`config.mk`:
```
export PLATFORM = sky130hd
export DESIGN_NAME = adc_scan_seq
export DESIGN_NICKNAME = d
export VERILOG_FILES = /design/src/rtl/adc_scan_pkg.sv /design/src/rtl/conv_clk_div.sv /design/src/rtl/scan_pick.sv /design/src/rtl/sar_engine.sv /design/src/rtl/result_bank.sv /design/src/rtl/adc_scan_seq.sv
export SDC_FILE = /design/constraint.sdc
export NUM_CORES = 1
export LEC_CHECK = 0
export BUFFER_PORTS_ARGS = -buffer_cell sky130_fd_sc_hd__buf_2
export CAP_MARGIN = 20
export CORE_MARGIN = 2
export CORE_UTILIZATION = 60
export DETAILED_ROUTE_END_ITERATION = 10
export GPL_ROUTABILITY_DRIVEN = 0
export MAX_ROUTING_LAYER = met4
export PLACE_DENSITY = 0.88
export RECOVER_POWER = 100
export SLEW_MARGIN = 15
export SYNTH_ARGS = -nofsm -noshare
export SYNTH_HDL_FRONTEND = slang
export SYNTH_SLANG_ARGS = --single-unit
```
`constraint.sdc`:
```
create_clock -name clk -period 4.1 [get_ports clk]
set_input_delay 0.205 -clock clk [delete_from_list [all_inputs] [get_ports clk]]
set_output_delay 0.205 -clock clk [all_outputs]
set_load 0.01 [all_outputs]
```
`src/rtl/adc_scan_pkg.sv`:
```
package adc_scan_pkg;

  localparam int unsigned SCAN_CH      = 4;
  localparam int unsigned CTRL_RUN_POS = 5;
  localparam int unsigned CTRL_ACT_TOP = 4;
  localparam int unsigned TICKS_PER_CH = 12;

  typedef enum logic [1:0] {
    PH_IDLE   = 2'd0,
    PH_SETTLE = 2'd1,
    PH_BIT    = 2'd2,
    PH_STORE  = 2'd3
  } phase_t;

  // control-byte bit that enables channel ch
  function automatic int unsigned act_pos(input int unsigned ch);
    return CTRL_ACT_TOP - ch;
  endfunction

endpackage

```
`src/rtl/conv_clk_div.sv`:
```
module conv_clk_div #(
  parameter int unsigned DIV_W = 3
) (
  input  logic             clk,
  input  logic             rst_n,
  input  logic             div_we,
  input  logic [DIV_W-1:0] div_field,
  output logic             tick,
  output logic [DIV_W:0]   ratio
);

  logic [DIV_W-1:0] field_q;
  logic [DIV_W:0]   cnt_q;

  function automatic logic [DIV_W:0] ratio_of(input logic [DIV_W-1:0] f);
    return {1'b0, f} + 1'b1;
  endfunction

  assign ratio = ratio_of(field_q);
  assign tick  = (cnt_q == ratio - 1'b1);

  always_ff @(posedge clk or negedge rst_n) begin
    if (!rst_n) begin
      field_q <= '0;
      cnt_q   <= '0;
    end else if (div_we) begin
      field_q <= div_field;
      cnt_q   <= '0;
    end else if (tick) begin
      cnt_q   <= '0;
    end else begin
      cnt_q   <= cnt_q + 1'b1;
    end
  end

endmodule

```
`src/rtl/scan_pick.sv`:
```
module scan_pick #(
  parameter int unsigned CH_N = 4,
  localparam int unsigned CH_W = $clog2(CH_N)
) (
  input  logic [CH_W-1:0] last_ch,
  input  logic [CH_N-1:0] mask,
  output logic [CH_W-1:0] next_ch,
  output logic            found
);

  always_comb begin
    next_ch = last_ch;
    found   = 1'b0;
    for (int off = 1; off <= int'(CH_N); off++) begin
      automatic int unsigned idx = (int'(last_ch) + off) % CH_N;
      if (!found && mask[idx]) begin
        next_ch = CH_W'(idx);
        found   = 1'b1;
      end
    end
  end

endmodule

```
`src/rtl/sar_engine.sv`:
```
module sar_engine
  import adc_scan_pkg::*;
#(
  parameter int unsigned RES_W = 10,
  parameter int unsigned CH_N  = 4,
  localparam int unsigned CH_W = $clog2(CH_N),
  localparam int unsigned BW   = $clog2(RES_W)
) (
  input  logic             clk,
  input  logic             rst_n,
  input  logic             tick,
  input  logic             go,
  input  logic [CH_W-1:0]  next_ch,
  input  logic             cmp_bit,
  output logic [RES_W-1:0] trial,
  output logic [CH_W-1:0]  cur_ch,
  output phase_t           phase,
  output logic             store_en,
  output logic [RES_W-1:0] store_data
);

  phase_t           phase_q;
  logic [BW-1:0]    bit_q;
  logic [RES_W-1:0] acc_q;
  logic [CH_W-1:0]  ch_q;

  function automatic logic [RES_W-1:0] trial_of(input logic [RES_W-1:0] acc,
                                                input logic [BW-1:0]    b);
    return acc | (RES_W'(1) << b);
  endfunction

  assign phase      = phase_q;
  assign cur_ch     = ch_q;
  assign trial      = (phase_q == PH_BIT) ? trial_of(acc_q, bit_q) : acc_q;
  assign store_en   = tick && (phase_q == PH_STORE);
  assign store_data = acc_q;

  always_ff @(posedge clk or negedge rst_n) begin
    if (!rst_n) begin
      phase_q <= PH_IDLE;
      bit_q   <= '0;
      acc_q   <= '0;
      ch_q    <= CH_W'(CH_N - 1);
    end else if (tick) begin
      unique case (phase_q)
        PH_IDLE, PH_STORE: begin
          if (go) begin
            phase_q <= PH_SETTLE;
            ch_q    <= next_ch;
            acc_q   <= '0;
          end else begin
            phase_q <= PH_IDLE;
          end
        end
        PH_SETTLE: begin
          phase_q <= PH_BIT;
          bit_q   <= BW'(RES_W - 1);
        end
        PH_BIT: begin
          if (cmp_bit) acc_q[bit_q] <= 1'b1;
          if (bit_q == '0) phase_q <= PH_STORE;
          else             bit_q   <= bit_q - 1'b1;
        end
        default: phase_q <= PH_IDLE;
      endcase
    end
  end

endmodule

```
`src/rtl/result_bank.sv`:
```
module result_bank #(
  parameter int unsigned RES_W = 10,
  parameter int unsigned CH_N  = 4,
  localparam int unsigned CH_W = $clog2(CH_N)
) (
  input  logic             clk,
  input  logic             rst_n,
  input  logic             store_en,
  input  logic [CH_W-1:0]  store_ch,
  input  logic [RES_W-1:0] store_data,
  input  logic [CH_W-1:0]  rd_chan,
  output logic [7:0]       rd_byte_lo,
  output logic [7:0]       rd_byte_hi,
  output logic             res_valid,
  output logic [CH_W-1:0]  res_chan
);

  logic [RES_W-1:0] res_q [CH_N];
  logic             valid_q;
  logic [CH_W-1:0]  vch_q;

  function automatic logic [7:0] low_part(input logic [RES_W-1:0] v);
    return v[7:0];
  endfunction

  function automatic logic [7:0] high_part(input logic [RES_W-1:0] v);
    return 8'(v >> 8);
  endfunction

  for (genvar g = 0; g < CH_N; g++) begin : g_slot
    always_ff @(posedge clk or negedge rst_n) begin
      if (!rst_n)                                   res_q[g] <= '0;
      else if (store_en && store_ch == CH_W'(g))    res_q[g] <= store_data;
    end
  end

  always_ff @(posedge clk or negedge rst_n) begin
    if (!rst_n) begin
      valid_q <= 1'b0;
      vch_q   <= '0;
    end else begin
      valid_q <= store_en;
      if (store_en) vch_q <= store_ch;
    end
  end

  assign rd_byte_lo = low_part(res_q[rd_chan]);
  assign rd_byte_hi = high_part(res_q[rd_chan]);
  assign res_valid  = valid_q;
  assign res_chan   = vch_q;

endmodule

```
`src/rtl/adc_scan_seq.sv`:
```
module adc_scan_seq
  import adc_scan_pkg::*;
#(
  parameter int unsigned RES_W = 10,
  parameter int unsigned DIV_W = 3,
  localparam int unsigned CH_N = SCAN_CH,
  localparam int unsigned CH_W = $clog2(CH_N)
) (
  input  logic             clk,
  input  logic             rst_n,
  input  logic             ctrl_we,
  input  logic [7:0]       ctrl_wdata,
  input  logic             div_we,
  input  logic [DIV_W-1:0] div_field,
  input  logic             cmp_bit,
  output logic [RES_W-1:0] trial_code,
  output logic [CH_W-1:0]  mux_sel,
  output logic             conv_tick,
  output logic             scanning,
  input  logic [CH_W-1:0]  rd_chan,
  output logic [7:0]       rd_byte_lo,
  output logic [7:0]       rd_byte_hi,
  output logic             res_valid,
  output logic [CH_W-1:0]  res_chan
);

  logic             run_q;
  logic [CH_N-1:0]  act_q;
  logic [CH_N-1:0]  act_in;
  logic             ctrl_unused;
  logic             tick_w;
  logic [DIV_W:0]   ratio_w;
  logic [CH_N-1:0]  pick_mask;
  logic [CH_W-1:0]  next_ch_w;
  logic             found_w;
  logic             go_w;
  phase_t           phase_w;
  logic             store_en_w;
  logic [RES_W-1:0] store_data_w;
  logic [CH_W-1:0]  cur_ch_w;

  for (genvar g = 0; g < CH_N; g++) begin : g_act
    assign act_in[g] = ctrl_wdata[act_pos(g)];
  end
  assign ctrl_unused = ^{ctrl_wdata[7:6], ctrl_wdata[0]};

  always_ff @(posedge clk or negedge rst_n) begin
    if (!rst_n) begin
      run_q <= 1'b0;
      act_q <= '0;
    end else if (ctrl_we) begin
      run_q <= ctrl_wdata[CTRL_RUN_POS];
      act_q <= act_in;
    end
  end

  // channel 0 gates every other channel
  assign pick_mask = act_q & {CH_N{act_q[0]}};
  assign go_w      = run_q && found_w;

  conv_clk_div #(.DIV_W(DIV_W)) u_div (
    .clk       (clk),
    .rst_n     (rst_n),
    .div_we    (div_we),
    .div_field (div_field),
    .tick      (tick_w),
    .ratio     (ratio_w)
  );

  scan_pick #(.CH_N(CH_N)) u_pick (
    .last_ch (cur_ch_w),
    .mask    (pick_mask),
    .next_ch (next_ch_w),
    .found   (found_w)
  );

  sar_engine #(.RES_W(RES_W), .CH_N(CH_N)) u_eng (
    .clk        (clk),
    .rst_n      (rst_n),
    .tick       (tick_w),
    .go         (go_w),
    .next_ch    (next_ch_w),
    .cmp_bit    (cmp_bit),
    .trial      (trial_code),
    .cur_ch     (cur_ch_w),
    .phase      (phase_w),
    .store_en   (store_en_w),
    .store_data (store_data_w)
  );

  result_bank #(.RES_W(RES_W), .CH_N(CH_N)) u_bank (
    .clk        (clk),
    .rst_n      (rst_n),
    .store_en   (store_en_w),
    .store_ch   (cur_ch_w),
    .store_data (store_data_w),
    .rd_chan    (rd_chan),
    .rd_byte_lo (rd_byte_lo),
    .rd_byte_hi (rd_byte_hi),
    .res_valid  (res_valid),
    .res_chan   (res_chan)
  );

  assign mux_sel   = cur_ch_w;
  assign conv_tick = tick_w;
  assign scanning  = (phase_w != PH_IDLE);

endmodule

```
Yosys cells after proc, flatten, opt, wreduce, memory -nomap -nowiden
Cells that the tools add are included.
Storage, ports and cells
  register bits after elaboration: 73
  bits in latches: 0
  bits in writable memories: 0
  bits in read-only memories: 0
  bits of input ports: 18
  output and inout port bits: 33
  word-level logic and storage cells: 102
  memories kept: 0
Operators by class
  add/sub/neg operators: 8
  multipliers: 0
  div/mod/pow operators: 0
  $lt $le $gt $ge: 7
  equality and inequality tests: 11
  shift-type cells: 1
  multiplexer cells: 32
  bitwise operators: 4
  reduce and logical (&&, ||, !) cells: 25
Operator list (number)
  10-bit 2-to-1 mux: 5
  10-bit binary-select mux with 2-bit select: 1
  10-bit OR: 2
  10-bit one-hot mux with 2 select lines: 1
  2-bit by 3-bit < comparator with 1-bit output (second input constant): 4
  4-bit 2-to-1 mux: 3
  1-bit logical AND: 10
  1-bit 2-to-1 mux: 10
  2-bit 2-to-1 mux: 5
  1-bit by 4-bit left shift with 10-bit output (first input constant): 1
  1-bit binary-select mux with 2-bit select: 4
  2-bit == test (second input constant): 4
  2-bit != test (second input constant): 4
  4-bit one-hot mux with 2 select lines: 1
  4-bit AND reduction: 2
  4-bit by 1-bit subtractor with 4-bit output (second input constant): 2
  2-bit one-hot mux with 3 select lines: 1
  2-bit nonzero test: 3
  4-bit by 5-bit < comparator with 1-bit output (second input constant): 1
  2-bit by 1-bit adder with 2-bit output (second input constant): 2
  2-bit adder (second input constant): 2
  3-bit by 1-bit adder with 4-bit output (second input constant): 1
  4-bit by 1-bit adder with 4-bit output (second input constant): 1
  4-bit AND: 1
  other kinds (13): 17

Longest topological paths before layout
Gate-level depths: netlist of run 1.
  depth in word-level cells: 16
  depth in mapped cells: 7
  mapped depth without buffers: 6

Hierarchy
Synthesis of run 1 repeated with hierarchy kept, for this count alone.
Unflattened totals
  cell total of the unflattened synthesis: 274
  area, all modules: 3716.1 µm²
By module, submodules not included
  result_bank: times used 1, cells each 111, area an instance 1899.3 µm², seq. area each 1076.0 µm²
  sar_engine: times used 1, cells each 91, area an instance 1074.8 µm², seq. area each 452.9 µm²
  conv_clk_div: times used 1, cells each 43, area an instance 446.7 µm², seq. area each 175.2 µm²
  adc_scan_seq: times used 1, cells each 15, area an instance 212.7 µm², seq. area each 125.1 µm²
  scan_pick: times used 1, cells each 14, area an instance 82.6 µm², seq. area each 0.0 µm²

Worst setup path before layout of run 1
OpenSTA, ideal clock, no wires.
  kind: reg-to-reg
  start: register u_eng.ch_q[1], in the netlist u_eng.cur_ch[1]
  end: register u_eng.ch_q[0], in the netlist u_eng.cur_ch[0]
  library setup time: 0.075 ns
  arrival time: 2.086 ns
  data required time: 4.025 ns
  slack: 1.939 ns
  stages on the path, launching flop included: 7
  buffers on the path: 1
  clock period less this slack: 2.161 ns
  path through: dfstp_2 > clkbuf_1 > inv_1 > ha_1 > mux2_2 > a2111oi_2 > mux2i_1
On the way
  longest elaborated chain between the ends: 15
  elaborated cells on any way between the ends: 28
  classes of those cells: 4 x add/sub; 15 x mux; 9 x reduce/logical
Ends and longest elaborated chain
  start: declaration: RTL line sar_engine.sv:25  | logic [CH_W-1:0] ch_q;
  start signal: assignment: RTL line sar_engine.sv:43  | ch_q <= CH_W'(CH_N - 1);
  start signal: assignment: RTL line sar_engine.sv:49  | ch_q <= next_ch;
  2-bit by 1-bit adder with 2-bit output: RTL line scan_pick.sv:15  | automatic int unsigned idx = (int'(last_ch) + off) % CH_N;
  1-bit binary-select mux with 2-bit select: RTL line scan_pick.sv:16  | if (!found && mask[idx]) begin
  1-bit 2-to-1 mux (not written as such): RTL line scan_pick.sv:16
  1-bit 2-to-1 mux: RTL line scan_pick.sv:16
  1-bit logical NOT: RTL line scan_pick.sv:16
  1-bit logical AND: RTL line scan_pick.sv:16
  1-bit 2-to-1 mux: RTL line scan_pick.sv:16
  1-bit logical NOT: RTL line scan_pick.sv:16
  1-bit logical AND: RTL line scan_pick.sv:16
  1-bit 2-to-1 mux: RTL line scan_pick.sv:16
  1-bit logical NOT: RTL line scan_pick.sv:16
  1-bit logical AND: RTL line scan_pick.sv:16
  1-bit 2-to-1 mux: RTL line scan_pick.sv:16
  1-bit logical AND: RTL line adc_scan_seq.sv:59  | assign go_w = run_q && found_w;
  4-bit AND reduction (no line)
Several ways; a longest one is shown, not always the timed one. The select of a mux whose other input is x is not followed.
A chain may end at the register's enable or synchronous reset.

Final worst setup path of run 1
  start: register u_div.cnt_q[0]
  end: register u_eng.acc_q[4], in the netlist u_eng.store_data[4]
On the way
  longest elaborated chain between the ends: 2
Ends and longest elaborated chain
  start: declaration: RTL line conv_clk_div.sv:13  | logic [DIV_W:0] cnt_q;
  start signal: assignment: RTL line conv_clk_div.sv:32  | cnt_q <= cnt_q + 1'b1;
  4-bit == test: RTL line conv_clk_div.sv:20  | assign tick = (cnt_q == ratio - 1'b1);
  4-bit AND reduction (no line)
  end signal: assignment: RTL line sar_engine.sv:42  | acc_q <= '0;
  end signal: assignment: RTL line sar_engine.sv:50  | acc_q <= '0;
  end signal: indexed assignment: RTL line sar_engine.sv:60  | if (cmp_bit) acc_q[bit_q] <= 1'b1;
  end: declaration: RTL line sar_engine.sv:24  | logic [RES_W-1:0] acc_q;
No other way between the ends.

==> run summary, run 1 <==
The latest clock arrival within the worst-skew pair came out at 0.35 ns. The global-route total usage across every layer came out at 23.8%. The area of the core is 0.00592 mm^2. The worst hold path terminates at act_q[0]. The worst path uses 68.5% of the clock period.

Port buffering added between 40 and 50 buffers. The signed area change from the synthesized netlist to the final layout came out at 10.6%. The number of storage elements in the synthesis netlist is 73. The critical register-to-register path startpoint is u_div.cnt_q[0]. The fraction of layout cells with a size suffix above 1 came out at 28.4%. The largest buffer count on any clock path is 2.

The final critical delay including setup and external delays is 2.81 ns. The vias per cell is ~5.7. The flow ran to the end, but the final reports show violations. The total via count after detailed routing came out at 2379. The final reports fail on max-capacitance violations, max-slew violations. The worst hold path belongs to the class input pin to register. The largest vdd supply drop is 499 uV.

The number of global-route vias before repair is 2425. Once the clock tree was built, the setup fixing pass inserted 0 buffers. The final antenna-violating net count came out at 0.

The die is 82.4 um wide. The number of library cell types mapped by synthesis is 43. The count of flip-flops with a built-in enable after synthesis came out at 0. The floorplan step set the die height to ~80 um.

The worst slew margin relative to its limit came out at -11.5%. The wire length per cell after detailed routing is 16.7 um. Clock tree synthesis found a total of 73 sinks. The number of top-level design ports came out at 51.

For this run, the leading register cell type out of synthesis is sky130_fd_sc_hd__dfrtp_1. The starting DRC count in detailed routing is about 140. The layout has 446 filler cells. The number of antenna diodes in the final layout is 0. Setup repair after global routing left no endpoint under its margin. The first-pass GRT wire length came out at 11.5 mm.

The area of the die is 0.00679 mm^2. The worst setup skew after layout came out at between 0.008 and 0.009 ns. The maximum number of pins on one net before global-route repair is 50. The sequential cell area fraction in the yosys report came out at 49.6%. The row count came out at 28. The cell sitting at the root of the clock tree is a sky130_fd_sc_hd__clkbuf_8. The total iterations of the first detailed-routing run came out at 4.

The total detailed-routing wirelength came out at 6.97 mm. The path depth of the worst reg2reg path is 4. The critical path data arrival time is about 3.0 ns. The maximum level of the CTS H-tree is 3. In this run the cell area of the synthesized design comes to 0.00369 mm^2. TritonCTS created 9 clock buffers. Timing would allow up to around 360 MHz. The tightest hold margin came out at 0.0859 ns. The instance count along the most critical hold path came out at 2.

Along the worst path, the maximum fanout reaches 13. STA classifies the critical path endpoint as a register. The initial cell density of the core is 62.3%. The number of max-cap violations came out at 1. The power per unit of standard cell area came out at ~570 mW/mm^2. The required time reported for the critical path endpoint is ~4.3 ns.

The mean cell area of the mapped netlist is 12.3 um^2. The number of hold violations in the final report came out at 0. The total global routing overflow is 0. The final net count came out at 370. The final-report setup violation count is 0. The most critical setup path has its startpoint at u_div.cnt_q[0].

The placed wire-length estimate after detailed placement is 4.78 mm. The quantity of gates resized following cts is 0. The clock transition time at the flip-flop clock pins of the worst setup and hold paths is around 0.080 ns. The leakage power of the design came out at just under 2 nW.

The total of warnings raised by yosys came out at 0. TritonCTS built the clock tree. The capturing point of the worst reg2reg path is u_eng.store_data[4]. The count of final max-slew check failures is 11. Of all flip-flops after synthesis, the portion carrying an async set or reset was 100%. The transition time at the pin with the least slew margin came out at 1.66 ns. The initial antenna violation count is 0. The number of instances in the synthesized netlist is 300. The worst setup slack for register-to-register paths is between 1 and 1.5 ns.

By startpoint and endpoint, the worst setup path is classified as register to register. The worst hold path begins at ctrl_wdata[4]. STA classifies the critical path startpoint as a register. The remaining routing DRC violations came out at 0. For the final routed database, the setup TNS stands at 0 ns.
critical path, cell delays in order, from the launching register on:
cell and delay [ns]:
sky130_fd_sc_hd__dfrtp_1 0.43, sky130_fd_sc_hd__xnor2_1 0.16, sky130_fd_sc_hd__nand4b_1 0.43, sky130_fd_sc_hd__nor4_1 1.46, sky130_fd_sc_hd__a211oi_1 0.12
worst max path at each step:
stage                                     end  slack [ns]  cells past startpoint
final                     u_eng.store_data[4]        1.29                      4
after global routing      u_eng.store_data[4]        0.99                      4
after CTS                    u_bank.res_q[26]        1.52                      5
after detailed placement     u_bank.res_q[35]        1.56                      5
after global placement       u_bank.res_q[39]        1.60                      5
after floorplan               u_eng.cur_ch[0]        1.94                      6
synthesized netlist by cell type, drive strengths merged (2+ instances only):
cell type | count | area share (%)
mux2i | 3 | 0.81
nand2b | 2 | 0.34
inv | 21 | 2.1
nor2 | 15 | 1.5
xnor2 | 4 | 0.95
a211oi | 8 | 1.6
or4 | 4 | 1.0
a2111oi | 2 | 0.64
dfstp | 2 | 1.4
ha | 15 | 5.1
buf | 17 | 2.9
o2bb2ai | 2 | 0.48
dfrtp | 71 | 48
nor3 | 4 | 0.54
nand2 | 21 | 2.1
o21ai | 8 | 1.1
nand3 | 6 | 0.81
mux4 | 10 | 6.1
mux2 | 52 | 16
nor4 | 2 | 0.75
clkbuf | 5 | 0.51
a21oi | 6 | 0.81
o41ai | 2 | 0.48
and3 | 4 | 0.68
nor2b | 2 | 0.34
what timing repair did:
action | in CTS | in global routing
setup endpoints to repair | 0 | 0
endpoints found under the hold margin | 24 | 0
hold buffers | 1 | 0
placed cells by master, fill, tap and decap left out, types with 4 or more instances in the layout:
| cell type | count |
|---|---|
| sky130_fd_sc_hd__a21oi_1 | 6 |
| sky130_fd_sc_hd__nor2_1 | 15 |
| sky130_fd_sc_hd__nor3_1 | 4 |
| sky130_fd_sc_hd__a211oi_1 | 8 |
| sky130_fd_sc_hd__clkbuf_8 | 9 |
| sky130_fd_sc_hd__and3_1 | 4 |
| sky130_fd_sc_hd__xnor2_1 | 4 |
| sky130_fd_sc_hd__mux2_2 | 52 |
| sky130_fd_sc_hd__nand2_1 | 21 |
| sky130_fd_sc_hd__mux4_2 | 10 |
| sky130_fd_sc_hd__buf_2 | 15 |
| sky130_fd_sc_hd__nand3_1 | 6 |
| sky130_fd_sc_hd__o21ai_0 | 8 |
| sky130_fd_sc_hd__dfrtp_1 | 71 |
| sky130_fd_sc_hd__clkbuf_1 | 26 |
| sky130_fd_sc_hd__conb_1 | 6 |
| sky130_fd_sc_hd__ha_1 | 15 |
| sky130_fd_sc_hd__inv_1 | 21 |
registers in the layout, indices dropped and copies added, names as in the netlist:
name and cells:
u_eng.cur_ch 2, u_div.cnt_q 4, u_bank.res_valid 1, u_bank.res_q 40
u_bank.res_chan 2, run_q 1, act_q 4, u_eng.bit_q 4
u_div.field_q 3, u_eng.store_data 10, u_eng.phase 2
layer usage:
metal / up-vias / part of all wire [%] / global-route usage, %
li1: 1119 / - / -
met1: 1185 / 43 / 29.1
met2: 62 / 50 / 37.7
met3: 13 / 5.3 / 6.96
met4: 0 / 2.4 / 8.83
met5: - / 0 / -
power breakdown:
group | leakage (nW) | internal (mW) | switching, mW
Sequential | 0.966 | 0.851 | 0.145
Clock | 0.115 | 0.404 | 0.270
Combinational | 0.843 | 0.295 | 0.375
final cells by class:
type,count,area [um^2],share of cell area (%)
clock inverter,7,119,2.92
clock buffer,9,124,3.04
sequential,73,1830,44.9
multi-input combinational,189,1650,40.3
inverter,21,78.8,1.93
tap,75,93.8,2.30
timing repair buffer,43,188,4.60
cells by family after synthesis:
kind of cell / after synthesis / share of synthesized area (%)
AOI/OAI and AO/OA: 35 / 6.76
other: 1 / 0.102
DFF: 73 / 49.6
adders and majority gates: 15 / 5.09
muxes: 65 / 22.8
and+or+nand+nor: 63 / 8.93
xor gates and xnor gates: 5 / 1.19
buffers and inverters: 43 / 5.50
metrics by stage:
step	setup slack [ns]	total power, mW	util, %	area [um^2]	instances
finish	1.29	2.34	68.9	4080	417
global route	0.987	2.50	68.9	4080	417
global placement	1.60	1.67	65.7	3890	400
floorplan	1.94	1.51	-	3700	305
detailed placement	1.56	1.71	65.7	3890	400
CTS	1.52	2.39	69.9	4140	417
Power figures use the tool's default switching activity.
==> run 2, diff against run 1 <==
- CORE_UTILIZATION: 60 -> 57
- PLACE_DENSITY: 0.88 -> 0.84
- clock period: 4.1 -> 2.8 ns (I/O delays scaled with it)
==> run 2 against run 1 <==
  * The flow still finishes with violations (max-capacitance violations, max-slew violations)
  * Sequential share of layout area is 0.26 points lower
  * Global-route usage fell by 1.9 points
  * Via count grew 0.97%
  * Hold slack lost 0.058 ns
  * Clock power up 32%
  * Register-to-register slack got worse by 0.86 ns
  * Largest cell class unchanged
  * Largest power group unchanged
==> run summary, run 2 (same netlist as run 1, synthesis figures left out) <==
The run finished, with violations left. The final reports fail on max-capacitance violations, max-slew violations. The area of the die was 0.00713 mm^2 (+5.0%).

u_bank.res_q holds more flip-flops than any other register. The number of CTS-inserted buffers came out at 9 (unchanged). The fmax is 421 MHz (+18%). The number of top-level design ports is 51 (unchanged).

The final antenna-violating net count is 0 (unchanged). The period utilization is 84.7% (+16 points). The maximum number of pins on one net before global-route repair is 43 (-14%).

The number of hold violations in the final report came out at 0 (unchanged). The count of final max-slew check failures came out at 32 (+21). The category of cells accounting for the largest share of critical-path delay is flip-flops. The slowest stage cell on the critical path is sky130_fd_sc_hd__dfstp_1. The fraction of layout cells with a size suffix above 1 is 28.6% (+0.21 points).

The quantity of gates resized following cts is 0 (unchanged). The vias per cell is 5.72 (+0.25%). The area of all sequential standard cells is 0.00183 mm^2 (unchanged).

The number of clock sinks seen by CTS is 73 (unchanged). Setup repair after global routing left no endpoint under its margin. The transition time at the pin with the least slew margin is 1.75 ns (+0.0974 ns).

The worst setup skew after layout came out at 0.00492 ns (-0.00352 ns). The power per unit of standard cell area came out at 819 mW/mm^2 (+43%). The number of max-cap violations is 1 (unchanged). The initial antenna violation count is 0 (unchanged). The leakage power of the design came out at 1.93 nW (+0.25%). The number of filler cells placed in the layout is 495 (+11%). Traced cell by cell, the critical path runs through inv_1 -> ha_1 -> mux2_2 -> a2111oi_2 -> mux2i_1.

The number of non-filler instances in the completed layout is 420 (+0.72%). The wire length per cell after detailed routing is 16.4 um (-1.6%). The flip-flop count of the largest register after layout is 40 (unchanged). The remaining routing DRC violations came out at 0 (unchanged). The area of the multi-input gates came out at 0.00167 mm^2 (+1.2%). The number of global-route vias before repair is 2473 (+2.0%). The vertical die dimension is 84.4 um (+2.5%).

The worst setup path is of the register to register kind. The clock transition time at the flip-flop clock pins of the worst setup and hold paths came out at 0.07 ns (about the same). The final core area utilization is 65.0% (-3.9 points).

The latest clock arrival within the worst-skew pair came out at 0.34 ns (about the same). The placed wire-length estimate after detailed placement came out at 5.00 mm (+4.7%). The total detailed-routing wirelength came out at 6.91 mm (-0.93%). The final critical delay including setup and external delays is 2.37 ns (-0.437 ns).

The cell sitting at the root of the clock tree is a sky130_fd_sc_hd__clkbuf_8. The area of the core is 0.00631 mm^2 (+6.6%). The delay of the slowest cell on the worst path was 0.78 ns (-0.68 ns). The total negative setup slack is 0 ns (unchanged). The count of placed standard cells including taps is 404 (+1.0%). The final-report setup violation count is 0 (unchanged). The die outline width came out at 84.4 um (+2.5%).

The clock tree from TritonCTS is done. The worst slew margin relative to its limit is -17.0% (-5.5 points). The required time reported for the critical path endpoint came to 3.06 ns (-1.19 ns).

STA classifies the critical path endpoint as a register. The first-pass GRT wire length came out at 11.8 mm (+3.0%). The global-route total usage across every layer is 21.9% (-1.9 points).

The total global routing overflow is 0 (unchanged). Leaving out fill and tap cells, the most frequent cell in the layout is sky130_fd_sc_hd__dfrtp_1. The library cells used most frequently in the layout, excluding fill and tap cells, are sky130_fd_sc_hd__dfrtp_1, sky130_fd_sc_hd__mux2_2, sky130_fd_sc_hd__clkbuf_1, sky130_fd_sc_hd__inv_1, sky130_fd_sc_hd__nand2_1. The number of buffers added on ports came out at 41 (unchanged).

The final net count is 372 (+0.54%). The worst setup path is launched from a register. The signed area change from the synthesized netlist to the final layout is 11.3%. The starting DRC count in detailed routing is 104 (-24%). The critical path data arrival time came out at 2.64 ns (-0.32 ns). The initial cell density of the core was 58.4% (-3.9 points). The maximum level of the CTS H-tree came out at 3 (unchanged). The row count is 29 (+3.6%). The largest vdd supply drop came out at 600 uV (+20%). The maximum net fanout on the critical path is 13 (unchanged). The path class of the lowest-slack min-delay path is input pin to register. The antenna diode count is 0 (unchanged). The total via count after detailed routing is 2402 (+0.97%). The total iterations of the first detailed-routing run came out at 4 (unchanged).

The worst path buffer plus inverter count is 1 (+1). The largest buffer count on any clock path is 2 (unchanged).
## run 2: final timing paths
kind | from | to | slack (ns) | cells after the start
min in group asynchronous | rst_n | u_bank.res_q[26] | 0.79 | 2
worst max-delay path | u_eng.cur_ch[0] | u_eng.cur_ch[0] | 0.43 | 5
worst min register to register | u_bank.res_q[8] | u_bank.res_q[8] | 0.50 | 1
worst max register to register | u_eng.cur_ch[0] | u_eng.cur_ch[0] | 0.43 | 5
max in group asynchronous | rst_n | u_eng.cur_ch[0] | 0.98 | 3
worst min-delay path | ctrl_wdata[2] | act_q[2] | 0.03 | 2
## run 2: area by class of cell
cell class	instances	share of cell area (%)
Inverter	21	1.92
Clock buffer	10	3.36
Clock inverter	5	1.95
Timing Repair Buffer	45	5.22
Multi-Input combinational cell	189	40.6
Sequential cell	73	44.6
Tap cell	77	2.35
## run 2: worst reg2reg max path, cell delays in order (launching register included)
cell and delay, ns:
sky130_fd_sc_hd__dfstp_1 0.78, sky130_fd_sc_hd__inv_1 0.18, sky130_fd_sc_hd__ha_1 0.36, sky130_fd_sc_hd__mux2_2 0.35, sky130_fd_sc_hd__a2111oi_2 0.39, sky130_fd_sc_hd__mux2i_1 0.25
## run 2: per-layer routing
metal  up-vias  share of wire, %  GRT usage, %  wire length, um
met5         -                 0             -                0
li1       1127                 -             -                -
met3        11               4.6          6.29              321
met2        62                51          35.6             3530
met4         0               1.8          6.93              127
met1      1202                42          26.6             2920
## run 2: what timing repair did
action                                  4_1_cts  5_1_grt
hold buffers                                  1        0
hold endpoints to repair                     30        0
setup buffers                                 0        0
endpoints found under the setup margin        0        0
## run 2: metrics by stage
| stage | setup slack, ns | power [mW] | hold slack (ns) | instance area [um^2] |
|---|---|---|---|---|
| floorplan | 0.639 | 2.21 | -0.156 | 3700 |
| CTS | 0.594 | 3.42 | 0.0120 | 4150 |
| detailed placement | 0.607 | 2.52 | 0.243 | 3920 |
| global route | 0.278 | 3.59 | 0.0202 | 4100 |
| finish | 0.427 | 3.36 | 0.0279 | 4100 |
| global placement | 0.689 | 2.46 | 0.232 | 3920 |
## run 2: where the power goes
group | switching, mW | total (mW) | internal [mW]
Clock | 0.369 | 0.888 | 0.519
Combinational | 0.569 | 1.01 | 0.444
Sequential | 0.210 | 1.46 | 1.25
Total | 1.15 | 3.36 | 2.21
==> run 3, diff against run 2 <==
- clock period: 2.8 -> 2.4 ns (I/O delays scaled with it)
==> run 3 against run 2 <==
  * The flow still finishes with violations (max-capacitance violations, max-slew violations)
  * First-iteration DRC count grew 79%
  * Hold slack lost 0.014 ns
  * Sequential share of layout area shrank 0.89 points
  * Largest power group unchanged
  * Clock power grew 17%
  * Via count grew 1.7%
  * Core utilization grew 1.3 points
  * Non-clock buffer count grew 11
  * Maximum frequency grew 9.6%
  * Worst setup slack lost 0.19 ns
==> run summary, run 3 (same netlist as run 1, synthesis figures left out) <==
The transition time at the pin with the least slew margin is 1.83 ns (+0.0758 ns). The flow ran to the end, but the final reports show violations. The total negative setup slack is 0 ns (unchanged). The quantity of gates resized following cts is 0 (unchanged). The vias per cell came out at 5.66 (-1.1%). The largest vdd supply drop is 713 uV (+19%). The maximum level of the CTS H-tree is 3 (unchanged). The initial cell density of the core is 58.4% (unchanged). The number of CTS-inserted buffers came to 9 (unchanged).

The final net count is 383 (+3.0%). The number of hold violations in the final report was 0 (unchanged). The vertical die dimension is 84.4 um (unchanged). The row count came to 29 (unchanged). The required time reported for the critical path endpoint is 2.68 ns (-0.38 ns). The count of final max-slew check failures came out at 33 (+3.1%).

The path depth of the worst reg2reg path came to 5 (unchanged). The clock tree from TritonCTS is done. The number of filler cells placed in the layout is 499 (+0.81%). The tightest hold margin came out at 0.0135 ns (-0.0144 ns). The endpoint identified for the worst register-to-register timing path is u_eng.cur_ch[0]. The remaining routing DRC violations came out at 0 (unchanged).

The area of the core came out at 0.00631 mm^2 (unchanged). The number of buffers inserted by post-CTS setup repair is 0 (unchanged). The antenna diode count came out at 0 (unchanged). The total global routing overflow is 0 (unchanged). The final-report setup violation count is 0 (unchanged). Setup repair after global routing left no endpoint under its margin. STA classifies the critical path startpoint as a register. u_bank.res_q holds more flip-flops than any other register. The wire length per cell after detailed routing came out at 16.5 um (+0.62%). The initial antenna violation count is 0 (unchanged). The number of buffers added on ports is 41 (unchanged). The startpoint identified for the worst register-to-register timing path is u_eng.cur_ch[0]. The final core area utilization came out at 66.3% (+1.3 points). The leakage power of the design is 1.98 nW (+2.4%). The area of all placed cells without fillers came out at 0.00419 mm^2 (+2.0%). The total cell area at the placement stage is 0.00395 mm^2 (+0.77%). The starting DRC count in detailed routing is 186 (+79%). The number of top-level design ports is 51 (unchanged). The type of element capturing the critical path is a register. The total via count after detailed routing is 2444 (+1.7%). The fraction of layout cells with a size suffix above 1 came out at 29.0% (+0.44 points). The total iterations of the first detailed-routing run came out at 5 (+1). The maximum net fanout on the critical path came out at 13 (unchanged). The worst slew margin relative to its limit came out at -22.1% (-5.1 points). The setup path with the least slack is of type register to register.

The period utilization came out at 90.2% (+5.4 points). The first-pass GRT wire length came to 12.1 mm (+2.5%). The total power came to 3.94 mW (+17%). The cell at the root of the clock tree is sky130_fd_sc_hd__clkbuf_8.

The maximum number of pins on one net before global-route repair came out at 42 (-2.3%). The path class of the tightest hold or removal check is input pin to register. The worst setup slack for register-to-register paths came out at 0.24 ns (-0.19 ns). The instance count along the most critical hold path came out at 2 (unchanged).

The die outline width was 84.4 um (unchanged). The area of the die was 0.00713 mm^2 (unchanged). Leaving out fill and tap cells, the most frequent cells in the layout are sky130_fd_sc_hd__dfrtp_1, sky130_fd_sc_hd__mux2_2, sky130_fd_sc_hd__clkbuf_1, sky130_fd_sc_hd__inv_1, sky130_fd_sc_hd__nand2_1. The final antenna-violating net count is 0 (unchanged). The critical path data arrival time was 2.44 ns (-0.20 ns). The largest buffer count on any clock path was 2 (unchanged).

The power per unit of standard cell area is 941 mW/mm^2 (+15%). The final reports fail on max-capacitance violations, max-slew violations. The placed wire-length estimate after detailed placement is 4.89 mm (-2.2%). The number of clock sinks seen by CTS is 73 (unchanged).

The signed area change from the synthesized netlist to the final layout is 13.5%. The fmax came to 462 MHz (+9.6%). The global-route total usage across every layer came out at 22.3% (+0.40 points).

The worst setup skew after layout is 0.00902 ns (+0.00409 ns). For hold timing, the worst endpoint is act_q[3]. The flip-flop count of the largest register after layout came out at 40 (unchanged).

The latest clock arrival within the worst-skew pair came out at 0.35 ns (about the same). The final critical delay including setup and external delays is 2.16 ns (-0.208 ns). In this run the most critical hold path is launched from ctrl_wdata[1].

The number of global-route vias before repair came to 2509 (+1.5%). The total detailed-routing wirelength came out at 7.15 mm (+3.5%). The number of max-cap violations is 1 (unchanged). Leaving out fill and tap cells, the most frequent cell in the layout is sky130_fd_sc_hd__dfrtp_1. The clock transition time at the flip-flop clock pins of the worst setup and hold paths came out at 0.07 ns (about the same).
-- run 3: timing repair --
item	CTS	global route
endpoints found under the setup margin	0	0
endpoints found under the hold margin	38	0
hold buffers	8	0
-- run 3: cell type report --
| type | count | area [um^2] | share of cell area [%] |
|---|---|---|---|
| flip-flops and latches | 73 | 1830 | 43.7 |
| multi-input cells | 189 | 1660 | 39.6 |
| repair buffers | 56 | 304 | 7.26 |
| clock buffers | 9 | 124 | 2.96 |
| well taps | 77 | 96.3 | 2.30 |
| clock inverters | 7 | 93.8 | 2.24 |
| inverters | 21 | 78.8 | 1.88 |
-- run 3: per-stage QoR --
stage,setup slack [ns],std cells
after detailed placement,0.264,408
after global routing,0.0661,432
final,0.235,432
after CTS,0.239,432
after global placement,0.304,408
after floorplan,0.239,305
-- run 3: routing by layer --
| metal | routed length [um] | track usage [%] |
|---|---|---|
| met1 | 3130 | 28.9 |
| met2 | 3600 | 35.1 |
| met3 | 316 | 6.10 |
| met4 | 99 | 5.92 |
| met5 | 0 | - |
-- run 3: where the power goes --
| part | total [mW] | switching [mW] | internal [mW] | leakage [nW] |
|---|---|---|---|---|
| registers | 1.71 | 0.252 | 1.46 | 0.967 |
| logic | 1.18 | 0.659 | 0.526 | 0.903 |
| clock network | 1.04 | 0.459 | 0.584 | 0.106 |
-- run 3: worst max-delay path: stages (launching register included) --
cell and delay [ns]:
sky130_fd_sc_hd__dfstp_2 0.67, sky130_fd_sc_hd__inv_1 0.13, sky130_fd_sc_hd__ha_1 0.36, sky130_fd_sc_hd__mux2_2 0.36, sky130_fd_sc_hd__a2111oi_2 0.35, sky130_fd_sc_hd__mux2i_1 0.23
-- run 3: worst max-delay path by stage --
stage | from | end | cells after the start
final | u_eng.cur_ch[0] | u_eng.cur_ch[0] | 5
after global routing | u_eng.cur_ch[0] | u_eng.cur_ch[0] | 5
after CTS | u_eng.cur_ch[0] | u_eng.cur_ch[0] | 5
after detailed placement | u_eng.cur_ch[0] | u_eng.cur_ch[0] | 5
after global placement | u_eng.cur_ch[0] | u_eng.cur_ch[0] | 5
after floorplan | u_eng.cur_ch[1] | u_eng.cur_ch[0] | 6
